--- src/rtl/lpm_tt_pkg.sv ---
package lpm_tt_pkg;
   // priority encoder variants
   localparam int ENC_LINEAR  = 0;
   localparam int ENC_ISOLATE = 1;

   // default geometry
   localparam int DEF_KEY_W = 32;
   localparam int DEF_DEPTH = 16;
   localparam int DEF_NH_W  = 8;
endpackage

--- src/rtl/lpm_tt_entry.sv ---
module lpm_tt_entry #(
   parameter int KEY_W  = 32,
   parameter int NH_W   = 8,
   parameter int IDX_W  = 4,
   parameter int MY_IDX = 0
) (
   input  logic             clk,
   input  logic             rst_n,
   input  logic             wr_en,
   input  logic             wr_inval,
   input  logic [IDX_W-1:0] wr_idx,
   input  logic [KEY_W-1:0] wr_key,
   input  logic [KEY_W-1:0] wr_mask,
   input  logic [NH_W-1:0]  wr_nh,
   input  logic [KEY_W-1:0] lk_addr,
   output logic             match,
   output logic [NH_W-1:0]  nh
);
   localparam logic [IDX_W-1:0] SELF = IDX_W'(MY_IDX);

   logic             vld_q;
   logic [KEY_W-1:0] key_q;
   logic [KEY_W-1:0] care_q;
   logic [NH_W-1:0]  nh_q;
   logic             sel;
   logic [KEY_W-1:0] diff;

   assign sel = wr_en && (wr_idx == SELF);

   always_ff @(posedge clk or negedge rst_n) begin
      if (!rst_n) begin
         vld_q  <= 1'b0;
         key_q  <= '0;
         care_q <= '0;
         nh_q   <= '0;
      end else if (sel) begin
         if (wr_inval) begin
            vld_q <= 1'b0;
         end else begin
            vld_q  <= 1'b1;
            key_q  <= wr_key;
            care_q <= wr_mask;
            nh_q   <= wr_nh;
         end
      end
   end

   // bits that differ and are cared about
   assign diff  = (lk_addr ^ key_q) & care_q;
   assign match = vld_q && (diff == '0);
   assign nh    = nh_q;
endmodule

--- src/rtl/lpm_tt_prio.sv ---
module lpm_tt_prio #(
   parameter int DEPTH     = 16,
   parameter int ENC_STYLE = 0
) (
   input  logic [DEPTH-1:0] req,
   output logic [DEPTH-1:0] gnt,
   output logic             any
);
   import lpm_tt_pkg::*;

   assign any = |req;

   generate
      if (ENC_STYLE == ENC_LINEAR) begin : g_linear
         always_comb begin
            logic found;
            found = 1'b0;
            gnt   = '0;
            for (int i = 0; i < DEPTH; i++) begin
               if (req[i] && !found) begin
                  gnt[i] = 1'b1;
                  found  = 1'b1;
               end
            end
         end
      end else begin : g_isolate
         // lowest set bit via two's complement
         assign gnt = req & (~req + DEPTH'(1));
      end
   endgenerate
endmodule

--- src/rtl/lpm_tt_sel.sv ---
module lpm_tt_sel #(
   parameter int DEPTH = 16,
   parameter int NH_W  = 8
) (
   input  logic [DEPTH-1:0]           gnt,
   input  logic [DEPTH-1:0][NH_W-1:0] nh_all,
   output logic [NH_W-1:0]            nh_out
);
   always_comb begin
      nh_out = '0;
      for (int i = 0; i < DEPTH; i++) begin
         nh_out = nh_out | ({NH_W{gnt[i]}} & nh_all[i]);
      end
   end
endmodule

--- src/rtl/lpm_ternary_table.sv ---
module lpm_ternary_table #(
   parameter int KEY_W     = lpm_tt_pkg::DEF_KEY_W,
   parameter int DEPTH     = lpm_tt_pkg::DEF_DEPTH,
   parameter int NH_W      = lpm_tt_pkg::DEF_NH_W,
   parameter int ENC_STYLE = lpm_tt_pkg::ENC_LINEAR,
   localparam int IDX_W    = $clog2(DEPTH)
) (
   input  logic             clk,
   input  logic             rst_n,
   input  logic             wr_en,
   input  logic             wr_inval,
   input  logic [IDX_W-1:0] wr_idx,
   input  logic [KEY_W-1:0] wr_key,
   input  logic [KEY_W-1:0] wr_mask,
   input  logic [NH_W-1:0]  wr_nh,
   input  logic             lk_valid,
   input  logic [KEY_W-1:0] lk_addr,
   output logic             rs_valid,
   output logic             rs_hit,
   output logic [NH_W-1:0]  rs_nh
);
   import lpm_tt_pkg::*;

   generate
      if (DEPTH < 2) begin : g_bad_depth
         $error("DEPTH must be at least 2");
      end
      if (KEY_W < 1 || NH_W < 1) begin : g_bad_width
         $error("KEY_W and NH_W must be positive");
      end
      if (ENC_STYLE != ENC_LINEAR && ENC_STYLE != ENC_ISOLATE) begin : g_bad_enc
         $error("ENC_STYLE selects an unknown encoder");
      end
   endgenerate

   logic [DEPTH-1:0]           hit_vec;
   logic [DEPTH-1:0][NH_W-1:0] nh_vec;
   logic [DEPTH-1:0]           gnt;
   logic                       any;
   logic [NH_W-1:0]            nh_win;

   generate
      for (genvar e = 0; e < DEPTH; e++) begin : g_entry
         lpm_tt_entry #(
            .KEY_W (KEY_W),
            .NH_W  (NH_W),
            .IDX_W (IDX_W),
            .MY_IDX(e)
         ) u_entry (
            .clk     (clk),
            .rst_n   (rst_n),
            .wr_en   (wr_en),
            .wr_inval(wr_inval),
            .wr_idx  (wr_idx),
            .wr_key  (wr_key),
            .wr_mask (wr_mask),
            .wr_nh   (wr_nh),
            .lk_addr (lk_addr),
            .match   (hit_vec[e]),
            .nh      (nh_vec[e])
         );
      end
   endgenerate

   lpm_tt_prio #(
      .DEPTH    (DEPTH),
      .ENC_STYLE(ENC_STYLE)
   ) u_prio (
      .req(hit_vec),
      .gnt(gnt),
      .any(any)
   );

   lpm_tt_sel #(
      .DEPTH(DEPTH),
      .NH_W (NH_W)
   ) u_sel (
      .gnt   (gnt),
      .nh_all(nh_vec),
      .nh_out(nh_win)
   );

   // result register; table writes land on the same edge, so this
   // lookup sees the table as it stood before that edge
   always_ff @(posedge clk or negedge rst_n) begin
      if (!rst_n) begin
         rs_valid <= 1'b0;
         rs_hit   <= 1'b0;
         rs_nh    <= '0;
      end else begin
         rs_valid <= lk_valid;
         rs_hit   <= lk_valid && any;
         rs_nh    <= (lk_valid && any) ? nh_win : '0;
      end
   end
endmodule

--- config.mk ---
export PLATFORM = sky130hd
export DESIGN_NAME = lpm_ternary_table
export DESIGN_NICKNAME = d
export VERILOG_FILES = /design/src/rtl/lpm_tt_pkg.sv /design/src/rtl/lpm_tt_entry.sv /design/src/rtl/lpm_tt_prio.sv /design/src/rtl/lpm_tt_sel.sv /design/src/rtl/lpm_ternary_table.sv
export SDC_FILE = /design/constraint.sdc
export NUM_CORES = 2
export LEC_CHECK = 0
export ABC_AREA = 1
export CORE_ASPECT_RATIO = 0.6
export CORE_MARGIN = 4
export CORE_UTILIZATION = 30
export CTS_BUF_LIST = sky130_fd_sc_hd__clkbuf_4 sky130_fd_sc_hd__clkbuf_8
export DETAILED_ROUTE_END_ITERATION = 16
export DONT_BUFFER_PORTS = 1
export PLACE_DENSITY_LB_ADDON = 0.25
export SLEW_MARGIN = 15
export SYNTH_ARGS = -nofsm -noshare
export SYNTH_HDL_FRONTEND = slang
export SYNTH_SLANG_ARGS = --single-unit
--- constraint.sdc ---
create_clock -name clk -period 4.87 [get_ports clk]
set_input_delay 0.7305 -clock clk [delete_from_list [all_inputs] [get_ports clk]]
set_output_delay 0.7305 -clock clk [all_outputs]
set_load 0.05 [all_outputs]
Word-level counts from Yosys, hierarchy flattened
Cells that the tools add are included.

cells by class
  mux-type cells = 32
  equal/unequal tests = 15
  shifts and indexed selects = 0
  divide/modulo/power cells = 0
  add/subtract/negate cells = 0
  multiply operators = 0
  reductions and logical operators = 97
  $lt $le $gt $ge = 0
  bitwise gates (word level) = 64

operator list
  cell                                           number
  bitwise AND 32 bit                             16
  logical NOT 32 bit                             16
  bitwise XOR 32 bit                             16
  bitwise AND 8 bit                              16
  OR 8 bit                                       15
  logical AND 1 bit                              48
  == test 4 bit, second input constant           8
  AND reduction 2 bit                            16
  two-way mux 1 bit                              31
  == test 4 x 3 -> 1 bit, second input constant  4
  OR reduction 16 bit                            1
  logical NOT 1 bit                              15
  == test 4 x 2 -> 1 bit, second input constant  2
  two-way mux 8 bit                              1
  == test 4 x 1 -> 1 bit, second input constant  1
  logical NOT 4 bit                              1
  NOT 1 bit                                      1

storage, ports and cells
  output and inout bits = 10
  ROM bits = 0
  bits in latches = 0
  bits in writable memories = 0
  memories = 0
  register bits after elaboration = 1178

Logic depth before layout (Yosys ltp)
  word-level depth = 53
  gate-level depth with buffers = 21
  mapped depth without buffers = 19

By module
Synthesis repeated with hierarchy kept, for this count alone.

second synthesis, totals
  cell total of the unflattened synthesis = 7362
  area, all modules = 57916.8 um^2

by module, submodules not included
  module                                   seq. area each (um^2)  cells an instance  times used  area each (um^2)
  lpm_tt_entry at g_entry[10].u_entry ...  1826.8                 460                4           3450.8
  lpm_tt_entry at g_entry[13].u_entry ...  1826.8                 344                2           3627.2
  lpm_tt_entry at g_entry[4].u_entry ...   1826.8                 454                2           3514.6
  lpm_tt_entry at g_entry[11].u_entry ...  1826.8                 461                2           3454.6
  lpm_tt_entry at g_entry[1].u_entry ...   1826.8                 459                2           3447.1
  lpm_tt_entry at g_entry[15].u_entry      1826.8                 344                1           3629.7
  lpm_tt_entry at g_entry[12].u_entry      1826.8                 463                1           3594.7
  lpm_tt_entry at g_entry[0].u_entry       1826.8                 454                1           3513.4
  lpm_tt_entry at g_entry[3].u_entry       1826.8                 453                1           3510.9
  lpm_tt_sel                               0.0                    296                1           1233.7
  lpm_ternary_table                        250.2                  28                 1           320.3
  lpm_tt_prio                              0.0                    48                 1           224.0

Worst setup path before layout
Ideal clock, no wire load.

  kind = input to register
  start point = in lk_addr[6]
  end point = reg rs_nh[5]
  path buffers = 3
  required time = 4.731 ns
  data arrival time = 2.440 ns
  stages on the path = 21
  path slack = 2.291 ns
  path through = buf_2 -> inv_2 -> nand2_1 -> nand3_1 -> nand2_1 -> nor2_1 -> nand2_1 -> nor2_8 -> nand3_4 -> buf_6 -> nand2_4 -> nor2_4 -> buf_6 -> nand3_1 -> nand3_1 -> nor2_1 -> nand3_1 -> nor2_1 -> nand2_1 -> nor2_1 -> nor2_1

between the ends
  cells in the longest elaborated chain, start to end = 53
  elaborated cells on any way between the ends = 158
  classes of those cells = mux: 31; bitwise: 63; reduce/logical: 64

RTL lines
  item                   RTL line                 text
  from (decl)            lpm_ternary_table.sv:17  input logic [KEY_W-1:0] lk_addr,
  bitwise XOR 32 bit     lpm_tt_entry.sv:49       assign diff = (lk_addr ^ key_q) & care_q;
  bitwise AND 32 bit     lpm_tt_entry.sv:49
  logical NOT 32 bit     lpm_tt_entry.sv:50       assign match = vld_q && (diff == '0);
  logical AND 1 bit      lpm_tt_entry.sv:50
  two-way mux 1 bit      lpm_tt_prio.sv:20        if (req[i] && !found) begin
  logical NOT 1 bit      lpm_tt_prio.sv:20
  logical AND 1 bit      lpm_tt_prio.sv:20
  two-way mux 1 bit      lpm_tt_prio.sv:20
  (+37 left out)         --
  logical AND 1 bit      lpm_tt_prio.sv:20
  two-way mux 1 bit      lpm_tt_prio.sv:20
  logical NOT 1 bit      lpm_tt_prio.sv:20
  logical AND 1 bit      lpm_tt_prio.sv:20
  two-way mux 1 bit      lpm_tt_prio.sv:20
  bitwise AND 8 bit      lpm_tt_sel.sv:12         nh_out = nh_out | ({NH_W{gnt[i]}} & nh_all[i]);
  OR 8 bit               lpm_tt_sel.sv:12
  two-way mux 8 bit (*)  lpm_ternary_table.sv:93  rs_nh <= (lk_valid && any) ? nh_win : '0;
  to (signal assigned)   lpm_ternary_table.sv:93
  to (decl)              lpm_ternary_table.sv:20  output logic [NH_W-1:0] rs_nh

Mark *: on every way between the ends. The rest lies on a longest branch, timed or not.
A chain may end at the register's enable or synchronous reset.

Worst setup path in the final report
  start point = reg g_entry[4].u_entry.key_q[15]
  end point = reg rs_nh[0]

between the ends
  cells in the longest elaborated chain, start to end = 42
  elaborated cells on any way between the ends = 77
  classes of those cells = mux: 24; bitwise: 26; reduce/logical: 27

RTL lines
  item                    RTL line                 text
  from (decl)             lpm_tt_entry.sv:22       logic [KEY_W-1:0] key_q;
  from (signal assigned)  lpm_tt_entry.sv:41       key_q <= wr_key;
  bitwise XOR 32 bit (*)  lpm_tt_entry.sv:49
  bitwise AND 32 bit (*)  lpm_tt_entry.sv:49
  logical NOT 32 bit (*)  lpm_tt_entry.sv:50
  logical AND 1 bit (*)   lpm_tt_entry.sv:50
  logical AND 1 bit       lpm_tt_prio.sv:20
  two-way mux 1 bit       lpm_tt_prio.sv:20
  logical NOT 1 bit       lpm_tt_prio.sv:20
  logical AND 1 bit       lpm_tt_prio.sv:20
  (+26 left out)          --
  logical AND 1 bit       lpm_tt_prio.sv:20
  two-way mux 1 bit       lpm_tt_prio.sv:20
  logical NOT 1 bit       lpm_tt_prio.sv:20
  logical AND 1 bit       lpm_tt_prio.sv:20
  two-way mux 1 bit       lpm_tt_prio.sv:20
  bitwise AND 8 bit       lpm_tt_sel.sv:12
  OR 8 bit                lpm_tt_sel.sv:12
  two-way mux 8 bit (*)   lpm_ternary_table.sv:93

Marks and branches as above.

==> flow_metrics.env <==
export IMPL_grt_antenna_before_repair=19
export IMPL_power_density_nw_per_um2=457
export IMPL_dp_cells=8309
export IMPL_finalSetupViolCount=0
export IMPL_cap_viol_max_count=0
export IMPL_endpoint_kind="flip-flop"
export IMPL_cp_data_arrival_time_ns=4.00
export IMPL_drt_pass1_iter_count=6
export IMPL_root_buffer="clkbuf_8"
export IMPL_synth_cell_type_count=46
export IMPL_initial_utilization=0.304
export IMPL_setup_total_negative_slack_ns=0
export IMPL_drtAntennaViolNets=0
export IMPL_clock_latency_ns=0.91
export IMPL_cp_max_fo=10
export IMPL_seq_area_frac_synth=0.559
export IMPL_hold_start="lk_valid"
export IMPL_fin_crit_ns=3.23
export IMPL_drive_gt1_frac=0.0765
export IMPL_top_level_ports=123
export IMPL_worstPathCellList="or2_1 > nand3_1 > nand4_1 > nor2_1 > nand3_1 > nor2_4 > inv_2 > nand3_1 > nor2_1 > nor2_1 > nand3_1 > nor2_1 > nand2_1 > nor2_1 > nor2_1"
export IMPL_fin_skew_ns=0.0597
export IMPL_finalCritPeriodShare=0.663
export IMPL_syn_inst=6357
export IMPL_cp_required_ns=5.64
export IMPL_syn_avg_cell_area_um2=8.29
export IMPL_grt_max_degree=1179
export IMPL_cpMostUsedCell="nor2_1"
export IMPL_die_area_um2=183000
export IMPL_cts_setup_buffers=0
export IMPL_final_common_cell="nand2_1"
export IMPL_max_freq_mhz=310
export IMPL_drt_iter0_drc=5201
export IMPL_grt_pass1_wl_um=257000
export IMPL_ys_flop_type="dfrtp_1"
export IMPL_hold_viol_final=0
export IMPL_start_kind="flip-flop"
export IMPL_vdd_ir_drop_max_mv=0.239
export IMPL_outcome="finished, final reports clean"
export IMPL_cts_buffers=189
export IMPL_cts_path_max_buffers=3
export IMPL_die_x_um=549
export IMPL_clk_pin_slew_worst_paths_ns=0.06
export IMPL_tightestPinTransition_ns=1.14
export IMPL_layout_common_cells="nand2_1 (2050), o21ai_0 (1224), dfrtp_1 (1178), nor2_1 (419), nand3_1 (298)"
export IMPL_numPortBuffers=0
export IMPL_hp_class="primary input to flip-flop"
export IMPL_coreArea_um2=174000
export IMPL_area_growth_pct=11.1
export IMPL_drv_slew=0
export IMPL_cts_tree="built"
export IMPL_synth_nets=6470
export IMPL_cts_hold_buffers=1
export IMPL_layout_cells_non_filler=8676
export IMPL_cts_max_level=4
export IMPL_clock_sinks=1178
export IMPL_r2r_start="g_entry[4].u_entry.key_q[15]$_DFFE_PN0P_"
export IMPL_nets=6283
export IMPL_cts_resized=0
export IMPL_hpwl_um=109000
export IMPL_path_buf_inv=1
export IMPL_critical_path_top_delay_family="simple AND/OR/NAND/NOR gates"
export IMPL_rsz0062_at_grt="no"
export IMPL_synth_area_um2=52700
export IMPL_wl_per_cell_um=19.6
export IMPL_drt_total_wl_um=170000
export IMPL_slowest_stage="nor2_1"
export IMPL_critPathMaxStageDelay_ns=0.55
export IMPL_relSlewSlack=0.241
export IMPL_leakagePower_nw=27.3
export IMPL_place_congestion=0.829
export IMPL_die_y_um=333
export IMPL_ys_ff_latch=1178
export IMPL_whs_ns=0.186
export IMPL_overflow=0
export IMPL_synth_edf_count=0
export IMPL_crit_start="g_entry[4].u_entry.key_q[15]$_DFFE_PN0P_"
export IMPL_vias=42388
export IMPL_num_rows=118
export IMPL_viasPerCell=4.89
export IMPL_crit_type="flip-flop to flip-flop"
export IMPL_drc=0
export IMPL_yosysWarnings=0
export IMPL_grt_pass1_vias=38585
export IMPL_grt_usage=0.185
export IMPL_async_flop_share=1.00
-- per-layer routing --
metal,share of wire,wire [µm],global-route usage
met1,0.50,85300,0.290
met2,0.41,69000,0.255
met3,0.076,13000,0.0401
met4,0.017,2940,0.0417
met5,0.000041,7,0
-- per-stage QoR --
step           setup WS [ns]  area (µm²)  utilization  power [mW]
6_report                1.64       58600        0.337        26.7
3_3_place_gp            1.21       54000        0.311        17.0
5_1_grt                 1.35       58600        0.337        28.4
2_1_floorplan           2.29       52700            -        15.6
4_1_cts                 1.68       58300        0.336        26.8
3_5_place_dp            1.27       54000        0.311        17.1
-- worst paths after layout --
kind / to / slack, ns / cells after the start
worst max register to register: rs_nh[0]$_DFF_PN0_ / 1.64 / 15
max in group asynchronous: g_entry[2].u_entry.key_q[12]$_DFFE_PN0P_ / 1.70 / 5
worst min-delay path: rs_hit$_DFF_PN0_ / 0.19 / 2
worst max-delay path: rs_nh[0]$_DFF_PN0_ / 1.64 / 15
min in group asynchronous: g_entry[8].u_entry.key_q[23]$_DFFE_PN0P_ / 0.33 / 2
worst min register to register: g_entry[14].u_entry.care_q[15]$_DFFE_PN0P_ / 0.48 / 2
-- power breakdown --
part	internal [mW]	switching (mW)
Sequential	11.6	1.20
Clock	5.31	4.22
Combinational	1.54	2.87
-- cell usage after synthesis (7+ instances only) --
cell          n  area [µm²]
nor2_2        9        56.3
o2111ai_1    13         114
nor3_1       11        55.1
o21a_1       13        97.6
o21ai_0    1224        6130
xor2_1       52         455
nor2_4        9         101
nor2_1      419        1570
inv_1       235         882
nand3_1     302        1510
dfrtp_1    1178       29500
buf_4        43         323
a21oi_1      18        90.1
clkbuf_1    309        1160
nand2_1    2056        7720
or2_0        24         150
o21ai_1      38         190
buf_2        37         185
or2_1        94         588
or2_2        25         156
buf_1         7        26.3
nand4_1      83         519
buf_6        24         270
inv_2        28         105
o22ai_1      62         388
-- cell families after synthesis --
kind of cell,Yosys count,share of synthesized area
and+or+nand+nor,3057,0.241
AOI/OAI and AO/OA,1384,0.135
DFF,1178,0.559
buffers and inverters,686,0.0562
xor gates and xnor gates,52,0.00864
-- worst reg2reg max path, delay by kind of cell (launching register included) --
| kind | cells | cell delay, ns |
|---|---|---|
| buffers and inverters | 1 | 0.13 |
| DFF | 1 | 0.38 |
| and+or+nand+nor | 14 | 2.59 |
-- sequential cells by signal, indices dropped and copies added (netlist names) --
register                count
g_entry.u_entry.care_q    512
g_entry.u_entry.key_q     512
g_entry.u_entry.nh        128
g_entry.u_entry.vld_q      16
rs_nh                       8
rs_hit                      1
rs_valid                    1
-- final cells by class --
cell class                 instances  area (µm²)
antenna                           11        27.5
clock buffer                     322        3930
clock inverter                    24         339
fill                           18053      115000
inverter                         266         998
multi-input combinational       4493       20400
sequential                      1178       29500
tap                             2340        2930
timing repair buffer              42         505
(Power assumes the default switching activity.)
